[config.mk]
export PLATFORM = sky130hd
export DESIGN_NAME = lnk_fetch_unit
export DESIGN_NICKNAME = d
export VERILOG_FILES = /design/src/rtl/lnk_pkg.sv /design/src/rtl/lnk_ctrl.sv /design/src/rtl/lnk_dpath.sv /design/src/rtl/lnk_fetch_unit.sv
export SDC_FILE = /design/constraint.sdc
export NUM_CORES = 1
export LEC_CHECK = 0
export ABC_AREA = 1
export CELL_PAD_IN_SITES_DETAIL_PLACEMENT = 1
export CELL_PAD_IN_SITES_GLOBAL_PLACEMENT = 1
export CORE_UTILIZATION = 41
export DETAILED_ROUTE_END_ITERATION = 8
export DONT_BUFFER_PORTS = 1
export PLACE_DENSITY = 0.78
export SLEW_MARGIN = 10
export SYNTH_ARGS = -nofsm -noshare
export SYNTH_HDL_FRONTEND = slang
export SYNTH_HIERARCHICAL = 1
export SYNTH_SLANG_ARGS = --single-unit
[constraint.sdc]
create_clock -name clk -period 1.3 [get_ports clk]
set_input_delay 0.39 -clock clk [delete_from_list [all_inputs] [get_ports clk]]
set_output_delay 0.39 -clock clk [all_outputs]
set_load 0.02 [all_outputs]
[src/rtl/lnk_pkg.sv]
`timescale 1ns/1ps
package lnk_pkg;
  typedef enum logic [2:0] {
    OP_NONE     = 3'd0,
    OP_LINK     = 3'd1,
    OP_RETURN   = 3'd2,
    OP_LOAD     = 3'd3,
    OP_LOAD_INC = 3'd4
  } lnk_op_e;

  // strobes from control to datapath
  typedef struct packed {
    logic captureLink;
    logic captureExt;
    logic loadTb;
    logic incLo;
  } lnk_stb_t;
endpackage

[src/rtl/lnk_ctrl.sv]
`timescale 1ns/1ps
module lnk_ctrl
  import lnk_pkg::*;
(
  input  logic       clk,
  input  logic       rstN,
  input  logic [2:0] cmdOp,
  input  logic       wideSpace,
  input  logic       memValid,
  output lnk_stb_t   stb,
  output logic       memReq,
  output logic       busy,
  output logic       retValid
);
  typedef enum logic [1:0] {ST_IDLE, ST_REQ, ST_WAIT} fetch_st_e;

  fetch_st_e stateQ, stateD;
  logic      incPendQ;
  logic      accept;
  logic      startLoad;
  logic      done;

  assign accept    = (stateQ == ST_IDLE);
  assign startLoad = accept && (cmdOp == OP_LOAD || cmdOp == OP_LOAD_INC);
  assign done      = (stateQ == ST_WAIT) && memValid;

  always_comb begin
    stateD = stateQ;
    unique case (stateQ)
      ST_IDLE: if (startLoad) stateD = ST_REQ;
      ST_REQ:  stateD = ST_WAIT;
      ST_WAIT: if (memValid) stateD = ST_IDLE;
      default: stateD = ST_IDLE;
    endcase
  end

  always_ff @(posedge clk or negedge rstN) begin
    if (!rstN) begin
      stateQ   <= ST_IDLE;
      incPendQ <= 1'b0;
    end else begin
      stateQ <= stateD;
      if (startLoad) incPendQ <= (cmdOp == OP_LOAD_INC);
    end
  end

  always_comb begin
    stb.captureLink = accept && (cmdOp == OP_LINK);
    stb.captureExt  = accept && (cmdOp == OP_LINK) && wideSpace;
    stb.loadTb      = done;
    stb.incLo       = done && incPendQ;
  end

  assign memReq   = (stateQ == ST_REQ);
  assign busy     = !accept;
  assign retValid = accept && (cmdOp == OP_RETURN);
endmodule

[src/rtl/lnk_dpath.sv]
`timescale 1ns/1ps
module lnk_dpath
  import lnk_pkg::*;
#(
  parameter int EXT_W = 4,
  parameter int SEG_W = 8,
  localparam int ADDR_W = EXT_W + 2 * SEG_W,
  localparam int WORD_W = 2 * SEG_W
) (
  input  logic              clk,
  input  logic              rstN,
  input  lnk_stb_t          stb,
  input  logic              wideSpace,
  input  logic [ADDR_W-1:0] pcIn,
  input  logic [WORD_W-1:0] memData,
  output logic [EXT_W-1:0]  linkExt,
  output logic [SEG_W-1:0]  linkHi,
  output logic [SEG_W-1:0]  linkLo,
  output logic [SEG_W-1:0]  tbHi,
  output logic [SEG_W-1:0]  tbLo,
  output logic [ADDR_W-1:0] linkAddr
);
  logic [EXT_W-1:0] extQ;
  logic [SEG_W-1:0] hiQ, loQ, tbHiQ, tbLoQ;
  logic [EXT_W-1:0] extEff;

  always_ff @(posedge clk or negedge rstN) begin
    if (!rstN) begin
      extQ  <= '0;
      hiQ   <= '0;
      loQ   <= '0;
      tbHiQ <= '0;
      tbLoQ <= '0;
    end else begin
      if (stb.captureExt) extQ <= pcIn[ADDR_W-1 -: EXT_W];
      if (stb.captureLink) begin
        hiQ <= pcIn[2*SEG_W-1 -: SEG_W];
        loQ <= pcIn[SEG_W-1:0];
      end else if (stb.incLo) begin
        loQ <= loQ + 1'b1;
      end
      if (stb.loadTb) begin
        tbHiQ <= memData[WORD_W-1 -: SEG_W];
        tbLoQ <= memData[SEG_W-1:0];
      end
    end
  end

  // top address bits forced inactive in the 64K-word space
  assign extEff   = wideSpace ? extQ : {EXT_W{1'b0}};
  assign linkAddr = {extEff, hiQ, loQ};
  assign linkExt  = extQ;
  assign linkHi   = hiQ;
  assign linkLo   = loQ;
  assign tbHi     = tbHiQ;
  assign tbLo     = tbLoQ;
endmodule

[src/rtl/lnk_fetch_unit.sv]
`timescale 1ns/1ps
module lnk_fetch_unit
  import lnk_pkg::*;
#(
  parameter int EXT_W = 4,
  parameter int SEG_W = 8,
  localparam int ADDR_W = EXT_W + 2 * SEG_W,
  localparam int WORD_W = 2 * SEG_W
) (
  input  logic              clk,
  input  logic              rstN,
  input  logic [2:0]        cmdOp,
  input  logic [ADDR_W-1:0] pcIn,
  input  logic              wideSpace,
  input  logic              memValid,
  input  logic [WORD_W-1:0] memData,
  output logic              memReq,
  output logic [ADDR_W-1:0] memAddr,
  output logic [ADDR_W-1:0] retPc,
  output logic              retValid,
  output logic              busy,
  output logic [EXT_W-1:0]  linkExt,
  output logic [SEG_W-1:0]  linkHi,
  output logic [SEG_W-1:0]  linkLo,
  output logic [SEG_W-1:0]  tbHi,
  output logic [SEG_W-1:0]  tbLo
);
  lnk_stb_t          stb;
  logic [ADDR_W-1:0] linkAddr;

  lnk_ctrl u_ctrl (
    .clk(clk), .rstN(rstN), .cmdOp(cmdOp), .wideSpace(wideSpace),
    .memValid(memValid), .stb(stb), .memReq(memReq), .busy(busy),
    .retValid(retValid)
  );

  lnk_dpath #(.EXT_W(EXT_W), .SEG_W(SEG_W)) u_dpath (
    .clk(clk), .rstN(rstN), .stb(stb), .wideSpace(wideSpace),
    .pcIn(pcIn), .memData(memData), .linkExt(linkExt), .linkHi(linkHi),
    .linkLo(linkLo), .tbHi(tbHi), .tbLo(tbLo), .linkAddr(linkAddr)
  );

  assign memAddr = linkAddr;
  assign retPc   = linkAddr;
endmodule

==> parameters.txt, run 1 <==
Parameter                              Value

STA
  Pins over their slew limit    0
  Post-layout minimum cycle time    approximately 1.6 ns
  Final Hold Slack    -0.215 ns
  Final WS setup    -0.273 ns
  Fmax    between 600 and 700 MHz
  Actual slew at the worst max-slew pin    0.317 ns
  Sum of negative setup slack    -5.73 ns
  Endpoints failing hold    39
  Period utilization    1.21
  Clock Skew    just under 0.004 ns
  Final setup violation count    43
  RSZ-0062 raised after global routing    yes
  Slew margin rel.    0.789

Layout
  Top library cells by usage in the layout, fill and taps aside    sky130_fd_sc_hd__nand2_1 (28), sky130_fd_sc_hd__dfrtp_1 (26), sky130_fd_sc_hd__buf_4 (21)
  Fraction of the core area covered by cells at the end of the flow    0.514
  Number of diodes added for antenna fixing    0
  Layout overhead on the synthesized area    18.0%
  Share of cells above drive strength 1    0.562
  Most common library cell in the layout ignoring fill and taps    sky130_fd_sc_hd__nand2_1
  Number of nets in the final layout    roughly 250
  Final standard cell area without fillers    ~0.0025 mm^2

Route
  Final routed DRC violation total    0
  Via count    roughly 1300
  Routed wire length    4.24 mm
  WL per Instance    between 15 and 20 um
  Starting DRT DRC Count    29
  Remaining antenna violation count    0
  Via count normalized by instance count    between 4 and 5
  Router iterations before antenna repair    3

Floorplanning
  Standard cell core area    roughly 0.0048 mm^2
  Row count    25
  Boundary Pins    around 120
  Die width    73.8 um
  Starting Density    0.436
  Die boundary height    about 74 um
  Area of the die    ~0.0054 mm^2

Critical path
  Critical path class    reg2out
  Element type at the critical path end    output port
  Series of cell instances along the critical path    nor2_4 > buf_6 > and3_4
  Worst Path Required    0.91 ns
  Peak fanout along the critical path    4
  CP peak stage delay    0.42 ns
  Max stage delay cell, worst path    sky130_fd_sc_hd__dfrtp_1
  Category of the worst setup path launch point    flip-flop
  Signal arrival time at the worst endpoint    1.18 ns

Clock network
  H-tree Lvls    2
  CTS clock-pin slew for the worst setup and hold paths    ~0.080 ns
  Latest clock arrival within the worst-skew pair    0.29 ns
  TritonCTS clock tree    done
  Clock root buffer    sky130_fd_sc_hd__clkbuf_8
  TritonCTS buffer count    5
  Total clock sinks    39
  Worst-case clock buffer depth    2

Global route
  Vias in the first global route    about 1500
  Pin count of the biggest net entering global routing    40
  Initial antenna violation count    0
  Combined global-route utilization of all metal layers    0.171
  First-pass GRT wire length    ~7 mm
  Remaining global-route overflow    0

Logic synthesis
  Number of standard cells after synthesis    between 150 and 200
  Fraction of the mapped netlist area in compound gates    0.0332
  Per-instance average area after synthesis    10.8 um^2
  Proportion of synthesized chip area in sequential cells    0.462
  Largest family of logic cells by synthesized area    buffers and inverters
  Net count after synthesis    240
  Post-synthesis cell area    0.00211 mm^2
  Unique cell type count in the Yosys netlist    21
  Multiplexer fraction of the synthesized cell area    0.171
  Basic-gate share of the synthesized area counting and, or, nand and nor cells    0.143
  Synth Area in XOR/XNOR    0
  Total of flip-flops plus latches after synthesis    39
  Synthesized-area fraction occupied by adder cells    0.00592
  Synth warnings    6

Worst hold path
  Classification of the worst-slack hold path    in2async

Status
  Failing checks    negative hold slack, negative setup slack
  Outcome    complete, but fails checks

Power
  Peak VDD IR    roughly 1200 uV
  Cell leakage power    about 1.1 nW
  Pwr/cell area    around 2500 mW/mm^2

Placement
  DP Worst Slack    -0.150 ns
  Area post-placement    between 0.002 and 0.0025 mm^2
  Detail Placement HPWL    approximately 2.9 mm
  Final RePlAce weighted congestion    0.779
  # port buffers    0

Flow run
  Max-capacitance violation count    0
[cell families (layout without fill, tap and decap cells)]
family	count (synthesis)	count (layout)
AOI/OAI and AO/OA	10	10
muxes	28	28
and+or+nand+nor	60	60
adders and majority gates	1	1
DFF	39	39
buffers and inverters	58	65
[what timing repair did]
action | 4_1_cts | 5_1_grt
pin swaps | 8 | 2
gates resized for setup | 46 | 9
endpoints found under the hold margin | 39 | 39
setup endpoints to repair | 91 | 59
cloned | 2 | 0
setup buffers | 13 | 0
[layer usage]
layer / share of wire / global-route usage
met1: 0.38 / 0.185
met2: 0.51 / 0.297
met3: 0.097 / 0.0782
met4: 0.0094 / 0.0577
met5: 0 / 0
[synth_stat cells, drive strengths merged]
master	n	area share
dfrtp	39	0.46
nor2	11	0.036
buf	41	0.15
nand3	12	0.028
a22oi	6	0.021
mux2	28	0.17
nand4	2	0.0059
nand2	32	0.058
ha	1	0.0059
inv	17	0.030
and3	1	0.0030
o21bai	2	0.0071
o21ai	2	0.0047
nor3b	2	0.012
[report_power, final]
part | switching, mW | leakage, nW | internal (mW) | total, mW
Sequential | 1.07 | 0.455 | 1.75 | 2.82
Combinational | 1.34 | 0.638 | 1.19 | 2.53
Clock | 0.426 | 0.0516 | 0.433 | 0.860
Total | 2.84 | 1.15 | 3.38 | 6.21
[state kept, by name (all words and copies together), names as in the netlist]
register and flops:
u_ctrl/incPendQ 1, u_ctrl/stateQ 2, u_dpath/linkExt 4, u_dpath/linkHi 8
u_dpath/linkLo 8, u_dpath/tbHi 8, u_dpath/tbLo 8
[layout make-up]
cell class / count / area, um^2
sequential: 39 / 992
clock buffer: 6 / 82.6
multi-input combinational: 99 / 813
inverter: 17 / 71.3
timing repair buffer: 40 / 434
fill: 517 / 2360
tap: 67 / 83.8
clock inverter: 2 / 13.8
[critical path: cells and delay by family (launching register included)]
family                 cells  cell delay [ns]
buffers and inverters      1             0.12
and+or+nand+nor            2             0.36
DFF                        1             0.42
[final timing paths]
check                      slack (ns)                         start  depth (start not counted)                             to
min reg2reg                      0.51   u_ctrl/incPendQ$_DFFE_PN0P_                          2    u_ctrl/incPendQ$_DFFE_PN0P_
min                             -0.21                          rstN                          0  u_dpath/linkHi[5]$_DFFE_PN0P_
max in group asynchronous        1.41                          rstN                          0  u_dpath/linkHi[0]$_DFFE_PN0P_
max                             -0.27  u_ctrl/stateQ[0]$_DFFE_PN0P_                          3                       retValid
min in group clk                 0.19                      memValid                          1   u_ctrl/stateQ[1]$_DFFE_PN0P_
max reg2reg                     -0.24  u_ctrl/stateQ[0]$_DFFE_PN0P_                          9  u_dpath/linkLo[3]$_DFFE_PN0P_
[through the flow]
step,power (mW),instances,hold WS (ns)
after floorplan,4.89,196,0.0944
after global placement,4.85,247,0.0952
after detailed placement,4.92,247,0.0953
after CTS,6.21,270,-0.226
after global routing,6.62,270,-0.239
final,6.21,270,-0.215
Power figures use the tool's default switching activity.
==> inputs of run 2 (changes only) <==
--- a/config.mk
+++ b/config.mk
@@ -8,6 +8,7 @@
 export ABC_AREA = 1
 export CELL_PAD_IN_SITES_DETAIL_PLACEMENT = 1
 export CELL_PAD_IN_SITES_GLOBAL_PLACEMENT = 1
+export CORE_MARGIN = 8
 export CORE_UTILIZATION = 41
 export DETAILED_ROUTE_END_ITERATION = 8
 export DONT_BUFFER_PORTS = 1
==> run 2 against run 1 <==
The run still ends with negative hold slack, negative setup slack left. Final cell count grew 1.5%. Global-route usage decreased by 4.1 points. Design area increased by 0.90%. Utilization down 1.5 points. Sequential power hardly changed. Fmax rose by 2.3%. Critical endpoint is now u_dpath/linkExt[1]$_DFFE_PN0P_. Highest routed layer unchanged.
==> parameters.txt, run 2 (synthesis results as in run 1) <==
Parameter                              Value

Layout
  Area of the multi-input gates    820 um^2 (+0.77%)
  Number of diodes added for antenna fixing    0 (unchanged)
  Layout overhead on the synthesized area    19.0%
  Total area of sequential cells    987 um^2 (-0.50%)
  Share of cells above drive strength 1    0.529 (-0.0322)
  Total of fill cells in the finished design    522 (+0.97%)
  Fraction of the core area covered by cells at the end of the flow    0.499 (-0.0153)
  Final instance count without filler cells    274 (+1.5%)
  Top library cells by usage in the layout, fill and taps aside    sky130_fd_sc_hd__nand2_1 (30), sky130_fd_sc_hd__dfrtp_1 (30), sky130_fd_sc_hd__buf_4 (23)
  Number of nets in the final layout    247 (+0.41%)

Critical path
  Critical path class    reg2reg
  Start point of the critical path    u_ctrl/stateQ[1]$_DFFE_PN0P_
  Signal arrival time at the worst endpoint    1.71 ns (+0.53 ns)
  Category of the worst setup path launch point    flip-flop
  Peak fanout along the critical path    3 (-1)
  Worst Path Required    1.48 ns (+0.57 ns)
  Reg2reg path depth    6 (-3)
  Launch point of the worst reg-to-reg path    u_ctrl/stateQ[1]$_DFFE_PN0P_
  Element type at the critical path end    flip-flop
  Reg-to-reg setup timing slack    -0.24 ns (about the same)

Power
  Internal power contribution    3.34 mW (-1.2%)
  Total power of the final layout    6.22 mW (+0.18%)
  Pwr/cell area    2480 mW/mm^2 (-0.72%)
  Cell leakage power    1.17 nW (+2.0%)
  Relative contribution of the clock network to total power    0.130 (-0.008)
  Relative contribution of combinational cells to total power    0.416 (+0.009)
  Net switching share of the total power    0.464 (+0.00736)
  Sequential share of power    0.455 (about the same)
  Peak VDD IR    1300 uV (+13%)
  Switching power of the nets    2.89 mW (+1.8%)

Route
  Remaining antenna violation count    0 (unchanged)
  Final routed DRC violation total    0 (unchanged)
  Via count normalized by instance count    4.92 (-0.13%)
  Router iterations before antenna repair    4 (+1)
  Routed wire length    4.99 mm (+18%)
  WL per Instance    18.2 um (+16%)
  Via count    1347 (+1.4%)
  Starting DRT DRC Count    34 (+17%)

Flow run
  Max-capacitance violation count    0 (unchanged)

Clock network
  H-tree Lvls    2 (unchanged)
  Clock root buffer    sky130_fd_sc_hd__clkbuf_8
  Latest clock arrival within the worst-skew pair    0.29 ns (about the same)
  Worst-case clock buffer depth    2 (unchanged)
  TritonCTS clock tree    done
  CTS clock-pin slew for the worst setup and hold paths    0.08 ns (about the same)
  Total clock sinks    39 (unchanged)
  TritonCTS buffer count    5 (unchanged)

STA
  RSZ-0062 raised after global routing    yes
  Post-layout minimum cycle time    1.54 ns (-0.0358 ns)
  Clock Skew    0.00649 ns (+0.00258 ns)
  Slew margin rel.    0.784 (-0.00539)
  Pins over their slew limit    0 (unchanged)
  Final Hold Slack    -0.212 ns (+0.00256 ns)
  Fmax    651 MHz (+2.3%)
  Final setup violation count    47 (+9.3%)
  Final WS setup    -0.237 ns (+0.0358 ns)
  Endpoints failing hold    39 (unchanged)
  Period utilization    1.18 (-0.0275)
  Actual slew at the worst max-slew pin    0.325 ns (+0.00808 ns)

Status
  Failing checks    negative hold slack, negative setup slack
  Outcome    complete, but fails checks

Floorplanning
  Row count    26 (+4.0%)
  Die boundary height    87.8 um (+19%)
  Starting Density    0.419 (-0.0168)
  Area of the die    0.00770 mm^2 (+42%)
  Standard cell core area    0.00504 mm^2 (+4.0%)
  Boundary Pins    122 (unchanged)
  Die width    87.8 um (+19%)

Placement
  Final RePlAce weighted congestion    0.751 (-3.7%)
  Detail Placement HPWL    3.60 mm (+23%)
  # port buffers    0 (unchanged)
  Instance count after placement with tap cells included    252 (+2.0%)

Global route
  Vias in the first global route    1534 (+2.3%)
  First-pass GRT wire length    7.69 mm (+12%)
  Initial antenna violation count    0 (unchanged)
  Combined global-route utilization of all metal layers    0.131 (-0.0409)
  Pin count of the biggest net entering global routing    40 (unchanged)
  Remaining global-route overflow    0 (unchanged)

Worst hold path
  Classification of the worst-slack hold path    in2async
==> run 2: power groups by stage <==
stage	Combinational (mW)	Clock, mW	Sequential (mW)
finish	2.59	0.807	2.83
global route	2.79	0.903	2.91
CTS	2.54	0.847	2.84
detailed placement	2.19	0	2.89
global placement	2.11	0	2.87
floorplan	2.10	0	2.79
==> run 2: layout make-up <==
type                            instances  share of cell area
Sequential cell                        39               0.393
Multi-Input combinational cell         99               0.326
Timing Repair Buffer                   41               0.186
Tap cell                               70              0.0348
Clock buffer                            5              0.0274
Inverter                               17              0.0254
Clock inverter                          3             0.00796
==> run 2: metal layers <==
metal | track usage | part of all wire
met5 | 0 | 0
met2 | 0.231 | 0.52
met4 | 0.0375 | 0.010
met3 | 0.0582 | 0.085
met1 | 0.136 | 0.38
==> run 2: final timing paths <==
path / endpoint
setup / recovery: u_dpath/linkExt[1]$_DFFE_PN0P_
hold / removal: u_dpath/linkExt[3]$_DFFE_PN0P_
setup reg to reg: u_dpath/linkExt[1]$_DFFE_PN0P_
hold reg to reg: u_ctrl/incPendQ$_DFFE_PN0P_
max in group asynchronous: u_dpath/linkHi[6]$_DFFE_PN0P_
min in group clk: u_ctrl/stateQ[1]$_DFFE_PN0P_
==> run 2: what timing repair did <==
action / 4_1_cts / 5_1_grt
cloned: 1 / 0
resized for setup: 29 / 8
pin swaps: 7 / 6
setup buffers: 10 / 4
endpoints found under the setup margin: 89 / 56
hold endpoints to repair: 39 / 39
==> run 2: worst max-delay path, cell delays in order (launching register included) <==
cell and delay, ns:
sky130_fd_sc_hd__dfrtp_1 0.41, sky130_fd_sc_hd__nor2_4 0.12, sky130_fd_sc_hd__buf_4 0.13, sky130_fd_sc_hd__nand2_4 0.06
sky130_fd_sc_hd__nor3b_4 0.24, sky130_fd_sc_hd__buf_6 0.14, sky130_fd_sc_hd__mux2_2 0.32
==> run 2: through the flow <==
stage	area [um^2]	worst slack, ns	TNS, ns
global placement	2180	-0.0695	-1.13
finish	2510	-0.237	-5.60
detailed placement	2180	-0.160	-2.45
CTS	2450	-0.264	-5.28
global route	2510	-0.296	-8.45
floorplan	2110	-0.109	-1.62
